## src/rtl/ptmr_pkg.sv

```systemverilog
package ptmr_pkg;

    localparam int DATA_W   = 16;
    localparam int PS_W     = 8;
    localparam int SLOW_DIV = 16;
    localparam int ADDR_W   = 3;

    localparam logic [ADDR_W-1:0] A_MODE = 3'd0;
    localparam logic [ADDR_W-1:0] A_REF  = 3'd1;
    localparam logic [ADDR_W-1:0] A_CAP  = 3'd2;
    localparam logic [ADDR_W-1:0] A_CNT  = 3'd3;
    localparam logic [ADDR_W-1:0] A_EVT  = 3'd4;

    typedef enum logic [1:0] {
        SRC_OFF  = 2'b00,
        SRC_FAST = 2'b01,
        SRC_SLOW = 2'b10,
        SRC_EXT  = 2'b11
    } src_e;

    typedef enum logic [1:0] {
        CAP_NONE = 2'b00,
        CAP_RISE = 2'b01,
        CAP_FALL = 2'b10,
        CAP_BOTH = 2'b11
    } cap_e;

    typedef struct packed {
        logic [PS_W-1:0] ps;
        cap_e            cap;
        logic            toggle;
        logic            ref_ie;
        logic            restart;
        src_e            src;
        logic            run;
    } mode_t;

    function automatic logic cap_fire(cap_e sel, logic now, logic prev);
        logic rise;
        logic fall;
        rise = now & ~prev;
        fall = ~now & prev;
        case (sel)
            CAP_RISE: return rise;
            CAP_FALL: return fall;
            CAP_BOTH: return rise | fall;
            default:  return 1'b0;
        endcase
    endfunction

endpackage

```

## src/rtl/ptmr_tick_gen.sv

```systemverilog
module ptmr_tick_gen
    import ptmr_pkg::*;
#(
    parameter int PW   = PS_W,
    parameter int SDIV = SLOW_DIV
) (
    input  logic          clk,
    input  logic          rst,
    input  logic          run,
    input  src_e          src,
    input  logic [PW-1:0] ps,
    input  logic          ext_in,
    output logic          cnt_tick
);
    localparam int DIV_W = (SDIV > 1) ? $clog2(SDIV) : 1;

    logic [DIV_W-1:0] div_q;
    logic [PW-1:0]    pre_q;
    logic             ext_prev_q;
    logic             slow_tick;
    logic             src_tick;

    assign slow_tick = (div_q == DIV_W'(SDIV - 1));

    always_comb begin
        src_tick = 1'b0;
        if (run) begin
            case (src)
                SRC_FAST: src_tick = 1'b1;
                SRC_SLOW: src_tick = slow_tick;
                SRC_EXT:  src_tick = ext_in & ~ext_prev_q;
                default:  src_tick = 1'b0;
            endcase
        end
    end

    assign cnt_tick = src_tick && (pre_q == ps);

    always_ff @(posedge clk) begin
        if (rst) begin
            div_q      <= '0;
            pre_q      <= '0;
            ext_prev_q <= 1'b0;
        end else begin
            ext_prev_q <= ext_in;
            if (!run || src != SRC_SLOW)
                div_q <= '0;
            else if (slow_tick)
                div_q <= '0;
            else
                div_q <= div_q + 1'b1;
            if (!run)
                pre_q <= '0;
            else if (src_tick)
                pre_q <= (pre_q == ps) ? '0 : pre_q + 1'b1;
        end
    end

endmodule

```

## src/rtl/ptmr_count_cmp.sv

```systemverilog
module ptmr_count_cmp
    import ptmr_pkg::*;
#(
    parameter int W = DATA_W
) (
    input  logic         clk,
    input  logic         rst,
    input  logic         cnt_tick,
    input  logic         cnt_clr,
    input  logic [W-1:0] ref_val,
    input  logic         restart,
    input  logic         toggle,
    output logic [W-1:0] cnt,
    output logic         match,
    output logic         pin_out
);
    logic [W-1:0] cnt_q;
    logic         out_q;

    assign match   = cnt_tick && (cnt_q == ref_val);
    assign cnt     = cnt_q;
    assign pin_out = out_q;

    always_ff @(posedge clk) begin
        if (rst) begin
            cnt_q <= '0;
            out_q <= 1'b0;
        end else begin
            if (cnt_clr)
                cnt_q <= '0;
            else if (cnt_tick)
                cnt_q <= (match && restart) ? '0 : cnt_q + 1'b1;
            if (toggle)
                out_q <= match ? ~out_q : out_q;
            else
                out_q <= match;
        end
    end

endmodule

```

## src/rtl/ptmr_capture.sv

```systemverilog
module ptmr_capture
    import ptmr_pkg::*;
#(
    parameter int W = DATA_W
) (
    input  logic         clk,
    input  logic         rst,
    input  logic         cap_in,
    input  cap_e         sel,
    input  logic [W-1:0] cnt,
    output logic [W-1:0] cap_val,
    output logic         cap_hit
);
    logic         prev_q;
    logic [W-1:0] val_q;

    assign cap_hit = cap_fire(sel, cap_in, prev_q);
    assign cap_val = val_q;

    always_ff @(posedge clk) begin
        if (rst) begin
            prev_q <= 1'b0;
            val_q  <= '0;
        end else begin
            prev_q <= cap_in;
            if (cap_hit)
                val_q <= cnt;
        end
    end

endmodule

```

## src/rtl/ptmr_top.sv

```systemverilog
module ptmr_top
    import ptmr_pkg::*;
(
    input  logic              clk,
    input  logic              rst,
    input  logic              bus_sel,
    input  logic              bus_wr,
    input  logic [ADDR_W-1:0] bus_addr,
    input  logic [DATA_W-1:0] bus_wdata,
    output logic [DATA_W-1:0] bus_rdata,
    input  logic              ext_clk_in,
    input  logic              cap_in,
    output logic              tmr_out,
    output logic              tmr_irq
);
    mode_t             mode_q;
    logic [DATA_W-1:0] ref_q;
    logic              ref_evt;
    logic              cap_evt;
    logic              wr;
    logic              cnt_clr;
    logic              evt_clr_ref;
    logic              evt_clr_cap;
    logic              cnt_tick;
    logic              match;
    logic              run;
    logic [DATA_W-1:0] cnt;
    logic [DATA_W-1:0] cap_val;
    logic              cap_hit;

    assign wr          = bus_sel && bus_wr;
    assign cnt_clr     = wr && (bus_addr == A_CNT);
    assign evt_clr_ref = wr && (bus_addr == A_EVT) && bus_wdata[1];
    assign evt_clr_cap = wr && (bus_addr == A_EVT) && bus_wdata[0];
    assign run         = mode_q.run;

    ptmr_tick_gen #(.PW(PS_W), .SDIV(SLOW_DIV)) u_tick (
        .clk      (clk),
        .rst      (rst),
        .run      (mode_q.run),
        .src      (mode_q.src),
        .ps       (mode_q.ps),
        .ext_in   (ext_clk_in),
        .cnt_tick (cnt_tick)
    );

    ptmr_count_cmp #(.W(DATA_W)) u_cnt (
        .clk      (clk),
        .rst      (rst),
        .cnt_tick (cnt_tick),
        .cnt_clr  (cnt_clr),
        .ref_val  (ref_q),
        .restart  (mode_q.restart),
        .toggle   (mode_q.toggle),
        .cnt      (cnt),
        .match    (match),
        .pin_out  (tmr_out)
    );

    ptmr_capture #(.W(DATA_W)) u_cap (
        .clk     (clk),
        .rst     (rst),
        .cap_in  (cap_in),
        .sel     (mode_q.cap),
        .cnt     (cnt),
        .cap_val (cap_val),
        .cap_hit (cap_hit)
    );

    always_ff @(posedge clk) begin
        if (rst) begin
            mode_q  <= '0;
            ref_q   <= '1;
            ref_evt <= 1'b0;
            cap_evt <= 1'b0;
        end else begin
            if (wr && bus_addr == A_MODE)
                mode_q <= mode_t'(bus_wdata);
            if (wr && bus_addr == A_REF)
                ref_q <= bus_wdata;
            if (match)
                ref_evt <= 1'b1;
            else if (evt_clr_ref)
                ref_evt <= 1'b0;
            if (cap_hit)
                cap_evt <= 1'b1;
            else if (evt_clr_cap)
                cap_evt <= 1'b0;
        end
    end

    always_comb begin
        case (bus_addr)
            A_MODE:  bus_rdata = DATA_W'(mode_q);
            A_REF:   bus_rdata = ref_q;
            A_CAP:   bus_rdata = cap_val;
            A_CNT:   bus_rdata = cnt;
            A_EVT:   bus_rdata = {{(DATA_W-2){1'b0}}, ref_evt, cap_evt};
            default: bus_rdata = '0;
        endcase
    end

    assign tmr_irq = ref_evt && mode_q.ref_ie;

endmodule

```

## config.mk

```make
export PLATFORM = sky130hd
export DESIGN_NAME = ptmr_top
export DESIGN_NICKNAME = d
export VERILOG_FILES = /design/src/rtl/ptmr_pkg.sv /design/src/rtl/ptmr_tick_gen.sv /design/src/rtl/ptmr_count_cmp.sv /design/src/rtl/ptmr_capture.sv /design/src/rtl/ptmr_top.sv
export SDC_FILE = /design/constraint.sdc
export NUM_CORES = 1
export LEC_CHECK = 0
export BUFFER_PORTS_ARGS = -buffer_cell sky130_fd_sc_hd__buf_2
export CELL_PAD_IN_SITES_DETAIL_PLACEMENT = 1
export CELL_PAD_IN_SITES_GLOBAL_PLACEMENT = 1
export CORE_MARGIN = 5
export CORE_UTILIZATION = 40
export DETAILED_ROUTE_END_ITERATION = 10
export GPL_TIMING_DRIVEN = 0
export PLACE_DENSITY_LB_ADDON = 0.08
export SLEW_MARGIN = 0
export SYNTH_ARGS = -nofsm -noshare
export SYNTH_HDL_FRONTEND = slang
export SYNTH_HIERARCHICAL = 1
export SYNTH_SLANG_ARGS = --single-unit
```

## constraint.sdc

```tcl
create_clock -name clk -period 3.88 [get_ports clk]
set_input_delay 0.776 -clock clk [delete_from_list [all_inputs] [get_ports clk]]
set_output_delay 0.776 -clock clk [all_outputs]
set_load 0.005 [all_outputs]
```

==> results.toml, run 1 <==
[yosys]
synth_nets = 488
netlist_instances = 458
yosysWarnings = 6
synth.avg_cell_area_sq_um = 10.2
ys.flop_type = "dfxtp_1"
synth-edff-count = 0
yosysUniqueCellTypes = 58
syn-cell-area_sq_um = 4670
async_reset_ff_frac = 0
synth_seq_cells = 81
yosysSeqAreaShare = 0.347

[global_route]
track_usage = 0.194
grt_pass1_vias = 3997
overflow = 0
antenna_found_initial = 0
grt_first_pass_wirelength_microns = 21500
grt_max_degree = 17

[clock_tree]
worstSkewPairLatency_ps = 340
cts_buffers = 9
clock-sinks = 81
cts_resized = 0
root_buffer = "clkbuf_16"
cts_max_level = 3
clockBufferDepth = 2
clk_pin_slew_ps = 60
post-cts-setup-buffers = 0
tritoncts = "yes"
postCtsHoldBufs = 0

[min_path]
holdPathStages = 1
holdPathEnd = "u_tick/div_q[0]$_SDFF_PP0_"
hold_path_class = "reg -> reg"
min-delay-start = "u_tick/div_q[0]$_SDFF_PP0_"

[critical_path]
critPathArrivalTime_ps = 3380
r2r_end = "u_cnt/cnt[15]$_SDFFE_PP0P_"
end_kind = "flop"
setup.worst_path.class = "reg -> reg"
worst-r2r-cell-count = 12
r2r_slack_ps = 720
reg2reg_from = "u_tick/pre_q[4]$_SDFFE_PP0P_"
worst_ep_required_time_ps = 4100
cp_max_fo = 10
cp-start-kind = "flop"

[job]
max_cap_violations = 0

[floorplan]
io-pin-count = 43
start_util = 0.409
fp-row-count = 39
die_h_microns = 118
die_w_microns = 118
die-area_sq_um = 13900
coreArea_sq_um = 11400

[sta]
finalCritPeriodShare = 0.813
min_period_ps = 3160
hold_viol = 0
setup_viol = 0
tns_ps = 0
maxSlewHeadroom = 0.353
fmax_mhz = 317
worst_hold_slack_ps = 452
skew_ps = 4.91
rsz0062_at_grt = "no"
tightest_slew_ps = 963
finalMaxSlewViolations = 0

[drt]
via_per_inst = 5.61
wl_microns = 13100
remaining_drc_errors = 0
first_pass_iters = 4
drtAntennaViolNets = 0
vias = 3691
wl_per_cell_microns = 19.8
drt_iter0_markers = 185

[placement]
hpwlAfterDp_microns = 10200
io_buffers = 41
dpl-instance-area_sq_um = 5050
gp_congestion = 0.789

[power]
p_per_area_nw_per_um2 = 350
finalPower_mw = 1.88
power_leakage_nw = 2.20
irDropWorstVdd_mv = 0.296

[final_layout]
nNetsFinal = 540
final_area_sq_um = 5360
layout_common_cells = "dfxtp_1, buf_2, nand2b_1"
area_growth_pct = 14.8
drive_gt1_frac = 0.212
final_common_cell = "dfxtp_1"
n_antenna_cell = 0

[run_status]
status = "finished clean"
==> worst max-delay path, stage by stage (launching register included) <==
cell     delay [ps]
dfxtp_1         470
xor2_1          110
nor4_1          340
nand2_1         210
buf_6           200
nor2_1          200
buf_2           270
nand4_2         150
or4_1           490
buf_2           180
nor3_2          210
xnor2_1         150
nor2_1           50
==> cells in the mapped netlist (3+ instances only) <==
cell / n / area (sq um)
mux2i_1: 16 / 160
a22oi_1: 6 / 45.0
nand4_1: 8 / 50.1
dfxtp_1: 81 / 1620
nor2b_1: 20 / 125
and4b_1: 3 / 30.0
a211o_1: 18 / 158
o311ai_2: 4 / 65.1
nand2b_1: 36 / 225
and3_1: 3 / 18.8
o211a_1: 16 / 160
buf_6: 9 / 101
nor3_2: 4 / 40.0
nor3b_1: 17 / 128
nor2_1: 32 / 120
nand2_1: 21 / 78.8
nor4_1: 5 / 31.3
mux4_1: 6 / 158
nor3_1: 4 / 20.0
mux4_2: 8 / 180
xnor2_1: 19 / 166
clkbuf_1: 12 / 45.0
buf_2: 9 / 45.0
nand3_1: 11 / 55.1
xor2_1: 22 / 193
a221o_1: 16 / 160
ha_1: 5 / 62.6
inv_1: 9 / 33.8
==> flip-flops by register name, indices dropped and copies added, names as in the netlist <==
name / cells
ref_evt: 1
u_tick/ext_prev_q: 1
u_tick/div_q: 4
mode_q: 15
u_cnt/cnt: 16
run: 1
u_cap/cap_val: 16
u_tick/pre_q: 8
u_cnt/pin_out: 1
ref_q: 16
u_cap/prev_q: 1
cap_evt: 1
==> routing by layer <==
| layer | part of all wire | track usage | vias to the layer above |
|---|---|---|---|
| met5 | 0 | 0 | - |
| met4 | 0.013 | 0.0452 | 0 |
| met3 | 0.030 | 0.0495 | 13 |
| met2 | 0.50 | 0.338 | 48 |
| met1 | 0.45 | 0.240 | 1846 |
| li1 | - | - | 1784 |
==> worst max path at each step <==
stage                                       from                         end  slack, ps  cells after the start
global placement                      ext_clk_in  u_cnt/cnt[13]$_SDFFE_PP0P_        690                     12
floorplan                             ext_clk_in  u_cnt/cnt[14]$_SDFFE_PP0P_       1210                     11
finish              u_tick/pre_q[4]$_SDFFE_PP0P_  u_cnt/cnt[15]$_SDFFE_PP0P_        720                     12
CTS                 u_tick/pre_q[4]$_SDFFE_PP0P_  u_cnt/cnt[15]$_SDFFE_PP0P_        650                     12
global route        u_tick/pre_q[4]$_SDFFE_PP0P_  u_cnt/cnt[14]$_SDFFE_PP0P_        490                     12
detailed placement                    ext_clk_in  u_cnt/cnt[14]$_SDFFE_PP0P_        660                     12
==> cells by family after synthesis <==
family,synth area share
AND/OR/NAND/NOR,0.234
adder cells (fa/ha/maj),0.0134
buffers and inverters,0.0549
flip-flops,0.347
multiplexers,0.111
XOR/XNOR,0.0769
AO/OA/AOI/OAI,0.162
==> power by group <==
| group | total (mW) | switching [mW] | internal, mW |
|---|---|---|---|
| clock network | 0.882 | 0.348 | 0.534 |
| logic | 0.147 | 0.0798 | 0.0676 |
| registers | 0.846 | 0.00753 | 0.839 |
==> through the flow <==
stage / instances / util / worst slack, ps
floorplan: 458 / - / 1210
global placement: 642 / 0.442 / 692
detailed placement: 642 / 0.442 / 656
CTS: 658 / 0.469 / 649
global route: 658 / 0.469 / 486
finish: 658 / 0.469 / 724
==> area by class of cell <==
class	instances	area, sq um
plain buffers	33	223
flip-flops and latches	81	1620
clock inverters	4	51.3
repair buffers	41	205
multi-input cells	335	2790
fillers	1315	6060
inverters	9	33.8
well taps	143	179
clock buffers	12	256
(Power assumes the default switching activity.)
==> inputs of run 2 (changes only) <==
==> constraint.sdc (replaced) <==
create_clock -name clk -period 2.65 [get_ports clk]
set_input_delay 0.53 -clock clk [delete_from_list [all_inputs] [get_ports clk]]
set_output_delay 0.53 -clock clk [all_outputs]
set_load 0.005 [all_outputs]
==> run 2 against run 1 <==
Against the previous run: cell area up 1.7%; clock-buffer cell count unchanged; worst setup slack worse by 560 ps; worst hold slack worse by 31 ps; core utilization up 0.79 points; critical endpoint is now u_cnt/cnt[13]$_SDFFE_PP0P_; largest power group unchanged; highest routed layer unchanged.
==> results.toml, run 2 (same netlist as run 1, synthesis figures left out) <==
[sta]
min_period_ps = 2490
maxSlewHeadroom = 0.351
setup_viol = 0
tightest_slew_ps = 965
finalMaxSlewViolations = 0
skew_ps = 5.76
rsz0062_at_grt = "no"
tns_ps = 0
hold_viol = 0
fmax_mhz = 402
finalCritPeriodShare = 0.939

[final_layout]
final_common_cell = "dfxtp_1"
area_growth_pct = 16.8
final_cells = 661
layout_common_cells = "dfxtp_1, buf_2, nand2b_1"
n_antenna_cell = 0
drive_gt1_frac = 0.230
utilization = 0.477
final_area_sq_um = 5450
nNetsFinal = 543

[critical_path]
setup.worst_path.class = "reg -> reg"
end_kind = "flop"
cp_max_fo = 6
critPathArrivalTime_ps = 2720
worst_ep_required_time_ps = 2880
cp-start-kind = "flop"

[global_route]
antenna_found_initial = 0
grt_max_degree = 17
use_met3 = 0.0495
overflow = 0
track_usage = 0.196
use_met2 = 0.343
use_met1 = 0.242
grt_first_pass_wirelength_microns = 21800
busiest_layer = "met2"
grt_pass1_vias = 4027

[clock_tree]
clock-sinks = 81
clk_pin_slew_ps = 60
root_buffer = "clkbuf_16"
postCtsHoldBufs = 0
worstSkewPairLatency_ps = 350
cts_max_level = 3
clockBufferDepth = 2
tritoncts = "yes"
cts_buffers = 9

[run_status]
status = "finished clean"

[floorplan]
io-pin-count = 43
die-area_sq_um = 13900
start_util = 0.409
die_w_microns = 118
fp-row-count = 39
die_h_microns = 118
coreArea_sq_um = 11400

[drt]
drtAntennaViolNets = 0
wl_per_cell_microns = 20.0
wl_microns = 13200
first_pass_iters = 6
vias = 3708
via_per_inst = 5.61
drt_iter0_markers = 186
remaining_drc_errors = 0

[placement]
placedCellCount = 642
dpl-instance-area_sq_um = 5050
gp_congestion = 0.789
io_buffers = 41
hpwlAfterDp_microns = 10200

[min_path]
hold_path_class = "in -> reg"

[job]
max_cap_violations = 0

[power]
irDropWorstVdd_mv = 0.440
power_leakage_nw = 2.28
p_per_area_nw_per_um2 = 504
==> run 2: where the power goes <==
group | internal, mW | switching [mW]
logic | 0.103 | 0.118
registers | 1.22 | 0.0110
clock network | 0.782 | 0.510
==> run 2: final timing paths <==
kind | startpoint | to | slack (ps) | cells past startpoint
setup / recovery | u_tick/pre_q[5]$_SDFFE_PP0P_ | u_cnt/cnt[13]$_SDFFE_PP0P_ | 160 | 11
hold / removal | ext_clk_in | u_tick/ext_prev_q$_SDFF_PP0_ | 420 | 2
setup reg to reg | u_tick/pre_q[5]$_SDFFE_PP0P_ | u_cnt/cnt[13]$_SDFFE_PP0P_ | 160 | 11
hold reg to reg | u_tick/div_q[0]$_SDFF_PP0_ | u_tick/div_q[0]$_SDFF_PP0_ | 460 | 1
==> run 2: what timing repair did <==
| item | CTS | global route |
|---|---|---|
| setup endpoints to repair | 18 | 4 |
| pin swaps | 6 | 4 |
| hold endpoints to repair | 0 | 0 |
| resized for setup | 14 | 5 |
| setup buffers | 4 | 0 |
==> run 2: worst max-delay path: stages (launching register included) <==
cell,delay (ps)
dfxtp_4,360
xor2_1,170
nor4_2,310
nand2_1,130
buf_6,150
nor2_4,110
buf_6,130
nand4_4,90
or4_4,540
nor3_4,210
xnor2_1,130
nor2_1,50
==> run 2: layout make-up <==
| class | instances | area, sq um |
|---|---|---|
| Fill cell | 1306 | 5970 |
| Multi-Input combinational cell | 335 | 2840 |
| Sequential cell | 81 | 1630 |
| Clock buffer | 12 | 256 |
| Timing Repair Buffer | 45 | 235 |
| Buffer | 32 | 224 |
| Tap cell | 143 | 179 |
| Clock inverter | 4 | 51.3 |
| Inverter | 9 | 33.8 |
==> run 2: stage by stage <==
stage | total power, mW | setup slack [ps] | hold WS [ps]
after floorplan | 1.40 | 125 | 418
after global placement | 1.48 | -457 | 431
after detailed placement | 1.48 | -561 | 446
after CTS | 2.79 | 25.0 | 408
after global routing | 2.87 | 13.3 | 411
final | 2.75 | 161 | 422
==> run 2: metal layers <==
layer | wire length, microns | up-vias
li1 | - | 1790
met1 | 5920 | 1853
met2 | 6670 | 54
met3 | 469 | 11
met4 | 138 | 0
met5 | 0 | -
